===== src/rtl/nt_mirror_pkg.sv =====
package nt_mirror_pkg;
   localparam int unsigned NUM_SLOTS = 4;
   localparam int unsigned STYLE_W   = 6;

   typedef enum logic [2:0] {
      A10_FROM_SLOT = 3'd0,
      A10_FROM_PA10 = 3'd1,
      A10_FROM_PA11 = 3'd2,
      A10_TIE_LOW   = 3'd3,
      A10_TIE_HIGH  = 3'd4
   } a10_src_e;

   typedef enum logic [1:0] {
      GRP_PAIR_HI   = 2'd0,
      GRP_FOUR      = 2'd1,
      GRP_ALTERNATE = 2'd2
   } slot_group_e;
endpackage


===== src/rtl/nt_slot_pick.sv =====
module nt_slot_pick
   import nt_mirror_pkg::*;
#(
   parameter int unsigned BANK_W = 8
) (
   input  logic [2:0]                         grp_code,
   input  logic [1:0]                         quad,
   input  logic [NUM_SLOTS-1:0][BANK_W-1:0]   slots,
   output logic [BANK_W-1:0]                  bank
);
   slot_group_e grp;
   logic [NUM_SLOTS-1:0][BANK_W-1:0] cand;

   always_comb begin
      unique case (grp_code)
         3'd1, 3'd5:       grp = GRP_FOUR;
         3'd2, 3'd3, 3'd4: grp = GRP_ALTERNATE;
         default:          grp = GRP_PAIR_HI;
      endcase
   end

   for (genvar g = 0; g < NUM_SLOTS; g++) begin : g_quad
      localparam logic [1:0] QG = 2'(g);
      always_comb begin
         unique case (grp)
            GRP_FOUR:      cand[g] = slots[QG];
            GRP_ALTERNATE: cand[g] = slots[{1'b1, QG[0]}];
            default:       cand[g] = slots[{1'b1, QG[1]}];
         endcase
      end
   end

   assign bank = cand[quad];
endmodule


===== src/rtl/nt_a10_override.sv =====
module nt_a10_override
   import nt_mirror_pkg::*;
(
   input  logic [STYLE_W-1:0] style,
   input  logic               pa10,
   input  logic               pa11,
   input  logic               slot_lsb,
   output logic               a10,
   output a10_src_e           src
);
   always_comb begin
      src = A10_FROM_SLOT;
      if (style[5]) begin
         unique case (style[1:0])
            2'd0: begin
               unique case (style[3:2])
                  2'd0: src = A10_FROM_PA10;
                  2'd1: src = A10_FROM_PA11;
                  2'd2: src = A10_TIE_LOW;
                  default: src = A10_TIE_HIGH;
               endcase
            end
            2'd3: begin
               unique case (style[3:2])
                  2'd0: src = A10_FROM_PA11;
                  2'd1: src = A10_FROM_PA10;
                  2'd2: src = A10_TIE_HIGH;
                  default: src = A10_TIE_LOW;
               endcase
            end
            default: src = A10_FROM_SLOT;
         endcase
      end
   end

   always_comb begin
      unique case (src)
         A10_FROM_PA10: a10 = pa10;
         A10_FROM_PA11: a10 = pa11;
         A10_TIE_LOW:   a10 = 1'b0;
         A10_TIE_HIGH:  a10 = 1'b1;
         default:       a10 = slot_lsb;
      endcase
   end
endmodule


===== src/rtl/nt_window_route.sv =====
module nt_window_route #(
   parameter int unsigned AW       = 14,
   parameter int unsigned PAL_BASE = 14'h3F00
) (
   input  logic [AW-1:0] addr,
   input  logic          rom_mode,
   output logic          rom_sel,
   output logic          ciram_sel
);
   localparam logic [AW-1:0] PAL_LIM = AW'(PAL_BASE);
   logic in_win;

   assign in_win    = addr[AW-1] && (addr < PAL_LIM);
   assign rom_sel   = in_win &&  rom_mode;
   assign ciram_sel = in_win && !rom_mode;

   always_comb begin
      a_r8_one_source: assert (!(rom_sel && ciram_sel))
         else $error("both nametable sources selected");
   end
endmodule


===== src/rtl/nt_mirror_unit.sv =====
module nt_mirror_unit
   import nt_mirror_pkg::*;
#(
   parameter int unsigned BANK_W   = 8,
   parameter int unsigned OFFS_W   = 10,
   parameter int unsigned PPU_AW   = 14,
   parameter int unsigned PAL_BASE = 14'h3F00
) (
   input  logic [PPU_AW-1:0]                  ppu_addr,
   input  logic [STYLE_W-1:0]                 style,
   input  logic [NUM_SLOTS-1:0][BANK_W-1:0]   bank_slots,
   output logic [BANK_W-1:0]                  chr_hi,
   output logic                               ciram_a10,
   output logic                               rom_sel,
   output logic                               ciram_sel
);
   localparam int unsigned QUAD_LO = OFFS_W;
   localparam int unsigned QUAD_HI = OFFS_W + 1;

   if (BANK_W < 2) begin : g_bad_bank
      $error("BANK_W must be at least 2");
   end
   if (PPU_AW < OFFS_W + 4) begin : g_bad_aw
      $error("PPU_AW too narrow for quadrant and window decode");
   end

   logic [1:0]        quad;
   logic [BANK_W-1:0] pick_bank;
   logic              a10;
   a10_src_e          a10_src;

   assign quad = ppu_addr[QUAD_HI:QUAD_LO];

   nt_slot_pick #(.BANK_W(BANK_W)) u_pick (
      .grp_code (style[2:0]),
      .quad     (quad),
      .slots    (bank_slots),
      .bank     (pick_bank)
   );

   nt_a10_override u_ovr (
      .style    (style),
      .pa10     (ppu_addr[QUAD_LO]),
      .pa11     (ppu_addr[QUAD_HI]),
      .slot_lsb (pick_bank[0]),
      .a10      (a10),
      .src      (a10_src)
   );

   nt_window_route #(.AW(PPU_AW), .PAL_BASE(PAL_BASE)) u_route (
      .addr      (ppu_addr),
      .rom_mode  (style[4]),
      .rom_sel   (rom_sel),
      .ciram_sel (ciram_sel)
   );

   assign chr_hi    = {pick_bank[BANK_W-1:1], a10};
   assign ciram_a10 = a10;

   always_comb begin
      a_r9_idle_outside: assert (ppu_addr[PPU_AW-1] || (!rom_sel && !ciram_sel))
         else $error("source select active outside window");
      if (style[2:0] == 3'd1 || style[2:0] == 3'd5) begin
         a_r1_four_screen: assert (chr_hi[BANK_W-1:1] == bank_slots[quad][BANK_W-1:1])
            else $error("four-screen grouping used wrong slot");
      end
      if (!style[5]) begin
         a_r3_lsb_passthru: assert (chr_hi == pick_bank && a10_src == A10_FROM_SLOT)
            else $error("override applied with bit 5 clear");
      end
      if (style[5] && (style[1:0] == 2'd1 || style[1:0] == 2'd2)) begin
         a_r6_no_override: assert (chr_hi == pick_bank)
            else $error("override applied in modes 1/2");
      end
   end
endmodule


===== config.mk =====
export PLATFORM = sky130hd
export DESIGN_NAME = nt_mirror_unit
export DESIGN_NICKNAME = d
export VERILOG_FILES = /design/src/rtl/nt_mirror_pkg.sv /design/src/rtl/nt_slot_pick.sv /design/src/rtl/nt_a10_override.sv /design/src/rtl/nt_window_route.sv /design/src/rtl/nt_mirror_unit.sv
export SDC_FILE = /design/constraint.sdc
export NUM_CORES = 1
export LEC_CHECK = 0
export ABC_AREA = 1
export BUFFER_PORTS_ARGS = -buffer_cell sky130_fd_sc_hd__buf_4
export CORE_MARGIN = 3
export CORE_UTILIZATION = 40
export DETAILED_ROUTE_END_ITERATION = 6
export PLACE_DENSITY = 0.79
export SETUP_SLACK_MARGIN = 0.1
export SYNTH_ARGS = -nofsm -noshare
export SYNTH_HDL_FRONTEND = slang
export SYNTH_SLANG_ARGS = --single-unit
export TNS_END_PERCENT = 5

===== constraint.sdc =====
create_clock -name vclk -period 4.3
set_clock_uncertainty 0.15 [all_clocks]
set_input_delay 0.215 -clock vclk [all_inputs]
set_output_delay 0.215 -clock vclk [all_outputs]
set_load 0.01 [all_outputs]

==> flow_metrics.env, run 1 <==
export IMPL_endpoint_kind="primary output"
export IMPL_rows=16
export IMPL_hold_class="primary input to primary output"
export IMPL_grt_pass1_vias=1043
export IMPL_die_x_um=52.3
export IMPL_dr_pass1_iters=4
export IMPL_vdd_drop_max_v=0.0000677
export IMPL_yosys_area_top_type="nand2_1"
export IMPL_power_density_nw_per_um2=117
export IMPL_period_needed_ps=2540
export IMPL_fin_cells=233
export IMPL_syn_to_final_growth_pct=44.8
export IMPL_antenna_cells=0
export IMPL_critPathKind="primary input to primary output"
export IMPL_yosysSeqAreaShare_pct=0
export IMPL_drv_slew=0
export IMPL_maxCapViolCount=0
export IMPL_tns_ps=0
export IMPL_netlist_area_sq_um=857
export IMPL_netlist_instances=159
export IMPL_setup_viol=0
export IMPL_dp_cells=233
export IMPL_antenna_found_initial=0
export IMPL_yosysTopAreaCellShare_pct=21.0
export IMPL_worstPathMaxFanout=17
export IMPL_slew_headroom_pct=61.1
export IMPL_avgRoutedWirePerCell_um=11.5
export IMPL_nFlopsAndLatches=0
export IMPL_critPathLaunchType="primary input"
export IMPL_post_route_drc_count=0
export IMPL_syn_num_nets=222
export IMPL_synth_cell_types=20
export IMPL_start_util_pct=42.8
export IMPL_drt_iter0_drc=23
export IMPL_ctsResizeCount=0
export IMPL_place_congestion=0.777
export IMPL_cp_required_ps=3930
export IMPL_grt_max_degree=18
export IMPL_outcome="complete, no violations"
export IMPL_grt_pass1_wl_um=4180
export IMPL_core_sq_um=2000
export IMPL_arrival_ps=2170
export IMPL_fin_nets=271
export IMPL_vias_per_cell=5.21
export IMPL_leakagePower_nw=0.702
export IMPL_port_buffers=55
export IMPL_die_height_um=52.3
export IMPL_drtAntennaViolNets=0
export IMPL_drt_wl_total_um=2670
export IMPL_yosys_warnings=0
export IMPL_gr_total_overflow=0
export IMPL_regArea_sq_um=0
export IMPL_clkbuf_count=0
export IMPL_synth_area_per_cell_sq_um=5.39
export IMPL_grt_setup_unrepaired="no"
export IMPL_grt_usage_pct=18.8
export IMPL_dpl_hpwl_um=2200
export IMPL_post_route_period_util_pct=59.0
export IMPL_cts_hold_buf=0
export IMPL_drive_above_1_share_pct=30.6
export IMPL_timing_fmax_ghz=0.394
export IMPL_finalHoldViolations=0
export IMPL_cts_setup_buffers=0
export IMPL_fp_dieArea_sq_um=2730
export IMPL_boundaryPins=63
export IMPL_worstMarginPinSlew_ps=584
export IMPL_synthTopCellsByArea="nand2_1, ha_1, nand3_1, inv_1, a22o_1"
export IMPL_num_vias=1213
[per-layer routing]
metal  up-vias  part of all wire [%]  track usage (%)
met5         -                     0                0
met4         0                     0                0
met3         0                   8.4            0.570
met2        51                    51             38.6
met1       549                    40             22.1
li1        613                     -                -
[area by class of cell]
type	instances	area, sq um
well taps	27	33.8
repair buffers	55	413
fillers	219	761
multi-input cells	130	713
inverters	21	81.3
[kinds of logic after synthesis]
group	share of synthesized area, %
AO/OA/AOI/OAI	28.5
adder cells (fa/ha/maj)	16.1
buffers and inverters	16.8
AND/OR/NAND/NOR	38.7
[power breakdown]
group	internal, mW	switching (mW)	total (mW)	leakage (nW)
Combinational	0.0707	0.0750	0.146	0.702
Sequential	0	0	0	0
Clock	0	0	0	0
Total	0.0707	0.0750	0.146	0.702
[path summary, 6_finish.rpt]
kind | startpoint | to | slack (ps) | cells past startpoint
worst max-delay path | style[0] | ciram_a10 | 1760 | 13
worst min-delay path | style[4] | ciram_sel | 530 | 3
[worst max-delay path: stages]
cell     delay (ps)
buf_4           120
inv_1            70
ha_1            170
inv_1            70
a22oi_1         220
inv_1            70
ha_1            390
inv_2           220
nand2_1          70
a21oi_1         140
a21oi_1          80
a21oi_1         190
buf_4           150
[through the flow]
stage                     area, sq um  util [%]  power (mW)  worst slack, ps  hold slack, ps
after global routing             1240      62.0       0.161             1520             547
after CTS                        1240      62.0       0.146             1750             530
after floorplan                   857         -      0.0831             2030             328
after detailed placement         1240      62.0       0.146             1750             530
after global placement           1240      62.0       0.142             1770             525
final                            1240      62.0       0.146             1760             529
[synthesized netlist by cell type]
cell type and number:
buf_4 2, a21oi_2 1, a21oi_1 12, buf_6 3
clkbuf_1 1, a22o_1 7, nor2_4 1, clkbuf_2 2
o31ai_4 1, a22oi_1 1, nor2_1 13, inv_1 17
nor2_2 1, o21ai_1 8, nand3_1 17, nand2_1 48
inv_2 3, ha_1 11, inv_4 1, o21ai_0 9
[layout by cell type, fill, tap and decap left out, drive strengths merged]
master,count
a21oi,13
nand2,48
ha,11
inv,21
o21ai,17
a22oi,1
nand3,17
buf,55
nor2,15
o31ai,1
a22o,7
No activity file was read; power rests on OpenSTA's default activity.
==> run 2, diff against run 1 <==
--- a/config.mk
+++ b/config.mk
@@ -5,12 +5,12 @@
 export SDC_FILE = /design/constraint.sdc
 export NUM_CORES = 1
 export LEC_CHECK = 0
-export ABC_AREA = 1
+export ABC_AREA = 0
 export BUFFER_PORTS_ARGS = -buffer_cell sky130_fd_sc_hd__buf_4
 export CORE_MARGIN = 3
-export CORE_UTILIZATION = 40
+export CORE_UTILIZATION = 38
 export DETAILED_ROUTE_END_ITERATION = 6
-export PLACE_DENSITY = 0.79
+export PLACE_DENSITY = 0.8
 export SETUP_SLACK_MARGIN = 0.1
 export SYNTH_ARGS = -nofsm -noshare
 export SYNTH_HDL_FRONTEND = slang
==> constraint.sdc (replaced) <==
create_clock -name vclk -period 2.12
set_clock_uncertainty 0.15 [all_clocks]
set_input_delay 0.106 -clock vclk [all_inputs]
set_output_delay 0.106 -clock vclk [all_outputs]
set_load 0.01 [all_outputs]
==> flow_metrics.env, run 2 <==
export IMPL_port_buffers=55
export IMPL_synth_cell_types=28
export IMPL_outcome="finished, violations left"
export IMPL_num_vias=1079
export IMPL_gr_total_overflow=0
export IMPL_dpl_worst_slack_ps=-146
export IMPL_syn_num_nets=182
export IMPL_worstPathMaxFanout=5
export IMPL_rows=16
export IMPL_grt_setup_unrepaired="yes"
export IMPL_yosys_area_top_type="mux2i_1"
export IMPL_clkbuf_count=0
export IMPL_worstMarginPinSlew_ps=311
export IMPL_yosys_warnings=0
export IMPL_critPathLaunchType="primary input"
export IMPL_p_total_mw=0.354
export IMPL_antenna_cells=0
export IMPL_regArea_sq_um=0
export IMPL_boundaryPins=63
export IMPL_fin_nets=238
export IMPL_final_common_cell="buf_4"
export IMPL_cts_hold_buf=0
export IMPL_place_congestion=0.712
export IMPL_yosysSeqAreaShare_pct=0
export IMPL_netlist_area_sq_um=816
export IMPL_maxCapViolCount=0
export IMPL_holdCritStartpoint="style[4]"
export IMPL_die_height_um=52.3
export IMPL_yosysTopAreaCellShare_pct=17.2
export IMPL_synth_area_per_cell_sq_um=6.86
export IMPL_arrival_ps=1960
export IMPL_fin_hold_ws_ps=321
export IMPL_period_needed_ps=2220
export IMPL_fp_dieArea_sq_um=2740
export IMPL_dpl_hpwl_um=2030
export IMPL_antenna_found_initial=0
export IMPL_yosysMostFrequentCell="mux2i_1"
export IMPL_drt_iter0_drc=13
export IMPL_die_x_um=52.3
export IMPL_setup_viol=3
export IMPL_drive_above_1_share_pct=49.1
export IMPL_synthTopCellsByArea="mux2i_1, ha_1, o21ai_0, a22oi_1, a211oi_1"
export IMPL_drv_slew=0
export IMPL_fin_util_pct=70.2
export IMPL_vias_per_cell=5.40
export IMPL_core_sq_um=2000
export IMPL_endpoint_kind="primary output"
export IMPL_post_route_drc_count=0
export IMPL_avgRoutedWirePerCell_um=14.0
export IMPL_post_route_period_util_pct=105
export IMPL_grt_usage_pct=18.1
export IMPL_critPathKind="primary input to primary output"
export IMPL_layout_cells_most_common_list="buf_4, mux2i_1, nor2_1, o21ai_0, nand2_1"
export IMPL_finalHoldViolations=0
export IMPL_cp_startpoint="style[1]"
export IMPL_grt_max_degree=21
export IMPL_power_density_nw_per_um2=252
export IMPL_violations="negative setup slack"
export IMPL_syn_to_final_growth_pct=72.2
export IMPL_drt_wl_total_um=2790
export IMPL_hold_class="primary input to primary output"
export IMPL_drtAntennaViolNets=0
export IMPL_layout_setup_ws_ps=-99.3
export IMPL_nFlopsAndLatches=0
export IMPL_vdd_drop_max_v=0.000186
export IMPL_cp_required_ps=1860
export IMPL_dr_pass1_iters=4
export IMPL_grt_pass1_wl_um=4060
export IMPL_netlist_instances=119
export IMPL_leakagePower_nw=0.651
export IMPL_start_util_pct=40.7
export IMPL_grt_pass1_vias=992
export IMPL_synth_common_cells="mux2i_1, nor2_1, ha_1, o21ai_0, nand2_1"
export IMPL_timing_fmax_ghz=0.451
export IMPL_slew_headroom_pct=79.3
[run 2: cell types whose count changed after synthesis, moves of 3 or more]
cell      previous run  this run
a22oi_1              1         7
a21oi_1             12         7
inv_1               17         8
nand3_1             17         1
mux2i_1              0        14
a211oi_1             0         6
nand2b_1             0         3
o21ai_1              8         0
nand2_1             48        10
a22o_1               7         0
[run 2: path summary, 6_finish.rpt]
kind  slack, ps        end  cells after the start
max        -100  chr_hi[0]                     13
min         320  ciram_sel                      3
[run 2: cell type report]
cell class,instances,area [sq um]
Multi-Input combinational cell,99,813
Inverter,9,36.3
Fill cell,163,597
Tap cell,27,33.8
Timing Repair Buffer,65,522
[run 2: through the flow]
| step | std cells | setup TNS [ps] | area (sq um) |
|---|---|---|---|
| finish | 200 | -211 | 1410 |
| global route | 200 | -702 | 1410 |
| CTS | 198 | -396 | 1270 |
| detailed placement | 198 | -779 | 1250 |
| global placement | 198 | -324 | 1250 |
| floorplan | 119 | 0 | 816 |
[run 2: repair_timing]
| item | CTS | global route |
|---|---|---|
| setup buffers | 0 | 2 |
| pin swaps | 3 | 13 |
| gates resized for setup | 5 | 27 |
| setup endpoints to repair | 9 | 9 |
[run 2: routing by layer]
layer | global-route usage (%) | routed length [um] | part of all wire [%]
met5 | 0 | 0 | 0
met2 | 37.8 | 1480 | 53
met4 | 0.851 | 0 | 0
met1 | 20.2 | 1080 | 39
met3 | 0.855 | 232 | 8.3
[run 2: worst max-delay path, stage by stage]
cell,delay (ps)
buf_6,100
inv_2,40
ha_2,190
nand2_2,70
o21ai_2,60
buf_4,140
ha_4,230
o211ai_1,270
o41ai_4,140
a21oi_2,150
o22ai_1,110
o21a_1,230
buf_6,130
[run 2: kinds of logic (layout without fill, tap and decap cells)]
logic type / after synthesis / in the layout / synth area share [%]
compound gates: 40 / 40 / 32.4
simple gates: 32 / 32 / 17.6
mux: 16 / 16 / 19.9
buf+inv: 20 / 74 / 13.2
fa+ha+maj: 11 / 11 / 16.9
[run 2: power by group]
part	total (mW)	leakage (nW)	switching (mW)	internal [mW]
clock network	0	0	0	0
registers	0	0	0	0
logic	0.354	0.651	0.160	0.193
total	0.354	0.651	0.160	0.193
==> run 3, diff against run 2 <==
==> constraint.sdc (replaced) <==
create_clock -name vclk -period 2.12
set_clock_uncertainty 0.15 [all_clocks]
set_input_delay 0.106 -clock vclk [all_inputs]
set_output_delay 0.106 -clock vclk [all_outputs]
set_load 0.1 [all_outputs]
==> flow_metrics.env, run 3 (same netlist as run 2, synthesis figures left out) <==
export IMPL_p_sw_mw=0.358
export IMPL_core_sq_um=2000
export IMPL_leakagePower_nw=0.706
export IMPL_tns_ps=-53.2
export IMPL_layout_cells_most_common_list="buf_4, mux2i_1, nor2_1, o21ai_0, nand2_1"
export IMPL_fill_cells=145
export IMPL_placed_area_sq_um=1340
export IMPL_place_congestion=0.697
export IMPL_critPathKind="primary input to primary output"
export IMPL_cp_slowest_stage_delay_ps=270
export IMPL_period_needed_ps=2150
export IMPL_hold_class="primary input to primary output"
export IMPL_finalHoldViolations=0
export IMPL_timing_critical_path_buf_inv=3
export IMPL_worstPathMaxFanout=7
export IMPL_cp_required_ps=1860
export IMPL_grt_usage_pct=20.8
export IMPL_regArea_sq_um=0
export IMPL_slew_headroom_pct=75.9
export IMPL_rows=16
export IMPL_final_area_sq_um=1590
export IMPL_start_util_pct=40.7
export IMPL_outcome="finished, violations left"
export IMPL_drt_wl_total_um=2920
export IMPL_die_height_um=52.3
export IMPL_cts_setup_buffers=0
export IMPL_grt_setup_unrepaired="yes"
export IMPL_grt_max_degree=21
export IMPL_cp_slowest_cell="o41ai_2"
export IMPL_grt_pass1_wl_um=4580
export IMPL_final_common_cell="buf_4"
export IMPL_vdd_drop_max_v=0.000366
export IMPL_syn_to_final_growth_pct=94.3
export IMPL_layout_setup_ws_ps=-26.8
export IMPL_endpoint_kind="primary output"
export IMPL_antenna_found_initial=0
export IMPL_crit_path_frequent_cell="ha_4"
export IMPL_fp_dieArea_sq_um=2740
export IMPL_timing_fmax_ghz=0.466
export IMPL_drt_iter0_drc=22
export IMPL_worstMarginPinSlew_ps=359
export IMPL_dr_pass1_iters=4
export IMPL_gr_total_overflow=0
export IMPL_drv_slew=0
export IMPL_setup_viol=2
export IMPL_num_vias=1086
export IMPL_grt_pass1_vias=1053
export IMPL_fin_util_pct=79.2
export IMPL_power_density_nw_per_um2=383
export IMPL_p_total_mw=0.607
export IMPL_cp_cell_sequence="buf_8, inv_6, ha_4, nor2_4, o21ai_4, ha_4, nor2b_4, o41ai_2, a21oi_1, o22ai_1, o21a_4, buf_12"
export IMPL_maxCapViolCount=0
export IMPL_violations="negative setup slack"
export IMPL_vias_per_cell=5.32
export IMPL_fin_nets=242
export IMPL_crit_family="compound AO/OA/AOI/OAI gates"
export IMPL_arrival_ps=1890
export IMPL_seqPwrFrac_pct=0
export IMPL_avgRoutedWirePerCell_um=14.3
export IMPL_dpl_hpwl_um=2080
export IMPL_port_buffers=55
export IMPL_drtAntennaViolNets=0
export IMPL_drive_above_1_share_pct=59.3
export IMPL_swShare_pct=59.0
export IMPL_post_route_drc_count=0
export IMPL_critPathLaunchType="primary input"
export IMPL_post_route_period_util_pct=101
export IMPL_intPower_mw=0.249
export IMPL_die_x_um=52.3
export IMPL_clkbuf_count=0
export IMPL_dpl_worst_slack_ps=-340
export IMPL_nFlopsAndLatches=0
export IMPL_clkPwrFrac_pct=0
export IMPL_antenna_cells=0
export IMPL_pwr_share_comb_pct=100.0
export IMPL_boundaryPins=63
-- run 3: cell count changes in the layout (fill, tap and decap cells not counted), moves of 2 or more --
cell,before,now
a211oi_1,6,1
a211oi_2,0,5
a21oi_1,6,1
a21oi_2,1,6
buf_8,2,6
buf_12,0,3
buf_4,58,56
inv_1,6,4
inv_2,2,4
mux2i_1,14,12
mux2i_2,0,2
-- run 3: path summary, 6_finish.rpt --
kind                 start   endpoint  slack, ps  cells past startpoint
setup / recovery  style[0]  chr_hi[0]        -30                     12
hold / removal    style[4]  ciram_sel        410                      3
-- run 3: stage by stage --
stage          hold slack [ps]  std cells
6_report                   407        204
4_1_cts                    407        204
3_3_place_gp               399        204
5_1_grt                    425        204
3_5_place_dp               407        204
2_1_floorplan              397        119
-- run 3: final cells by class --
cell class	instances	area (sq um)	share of cell area [%]
inverters	9	38.8	2.45
multi-input cells	99	897	56.6
well taps	27	33.8	2.13
repair buffers	69	616	38.8
-- run 3: per-layer routing --
layer,up-vias,wire [um],global-route usage [%]
met3,2,245,1.14
met4,0,21,0.851
li1,542,-,-
met5,-,0,0
met2,40,1560,43.2
met1,502,1090,23.4
-- run 3: power by group through the flow --
| stage | clock network (mW) | registers (mW) | logic [mW] |
|---|---|---|---|
| finish | 0 | 0 | 0.607 |
| global route | 0 | 0 | 0.637 |
| CTS | 0 | 0 | 0.596 |
| detailed placement | 0 | 0 | 0.503 |
| global placement | 0 | 0 | 0.494 |
| floorplan | 0 | 0 | 0.360 |
-- run 3: timing repair --
item	4_1_cts	5_1_grt
hold buffers	0	0
hold endpoints to repair	0	0
setup endpoints to repair	9	9
gates resized for setup	58	4
pin swaps	22	5
-- run 3: worst min-delay path, stage by stage --
cell and delay [ps]:
buf_4 90, nor2_1 40, buf_4 220
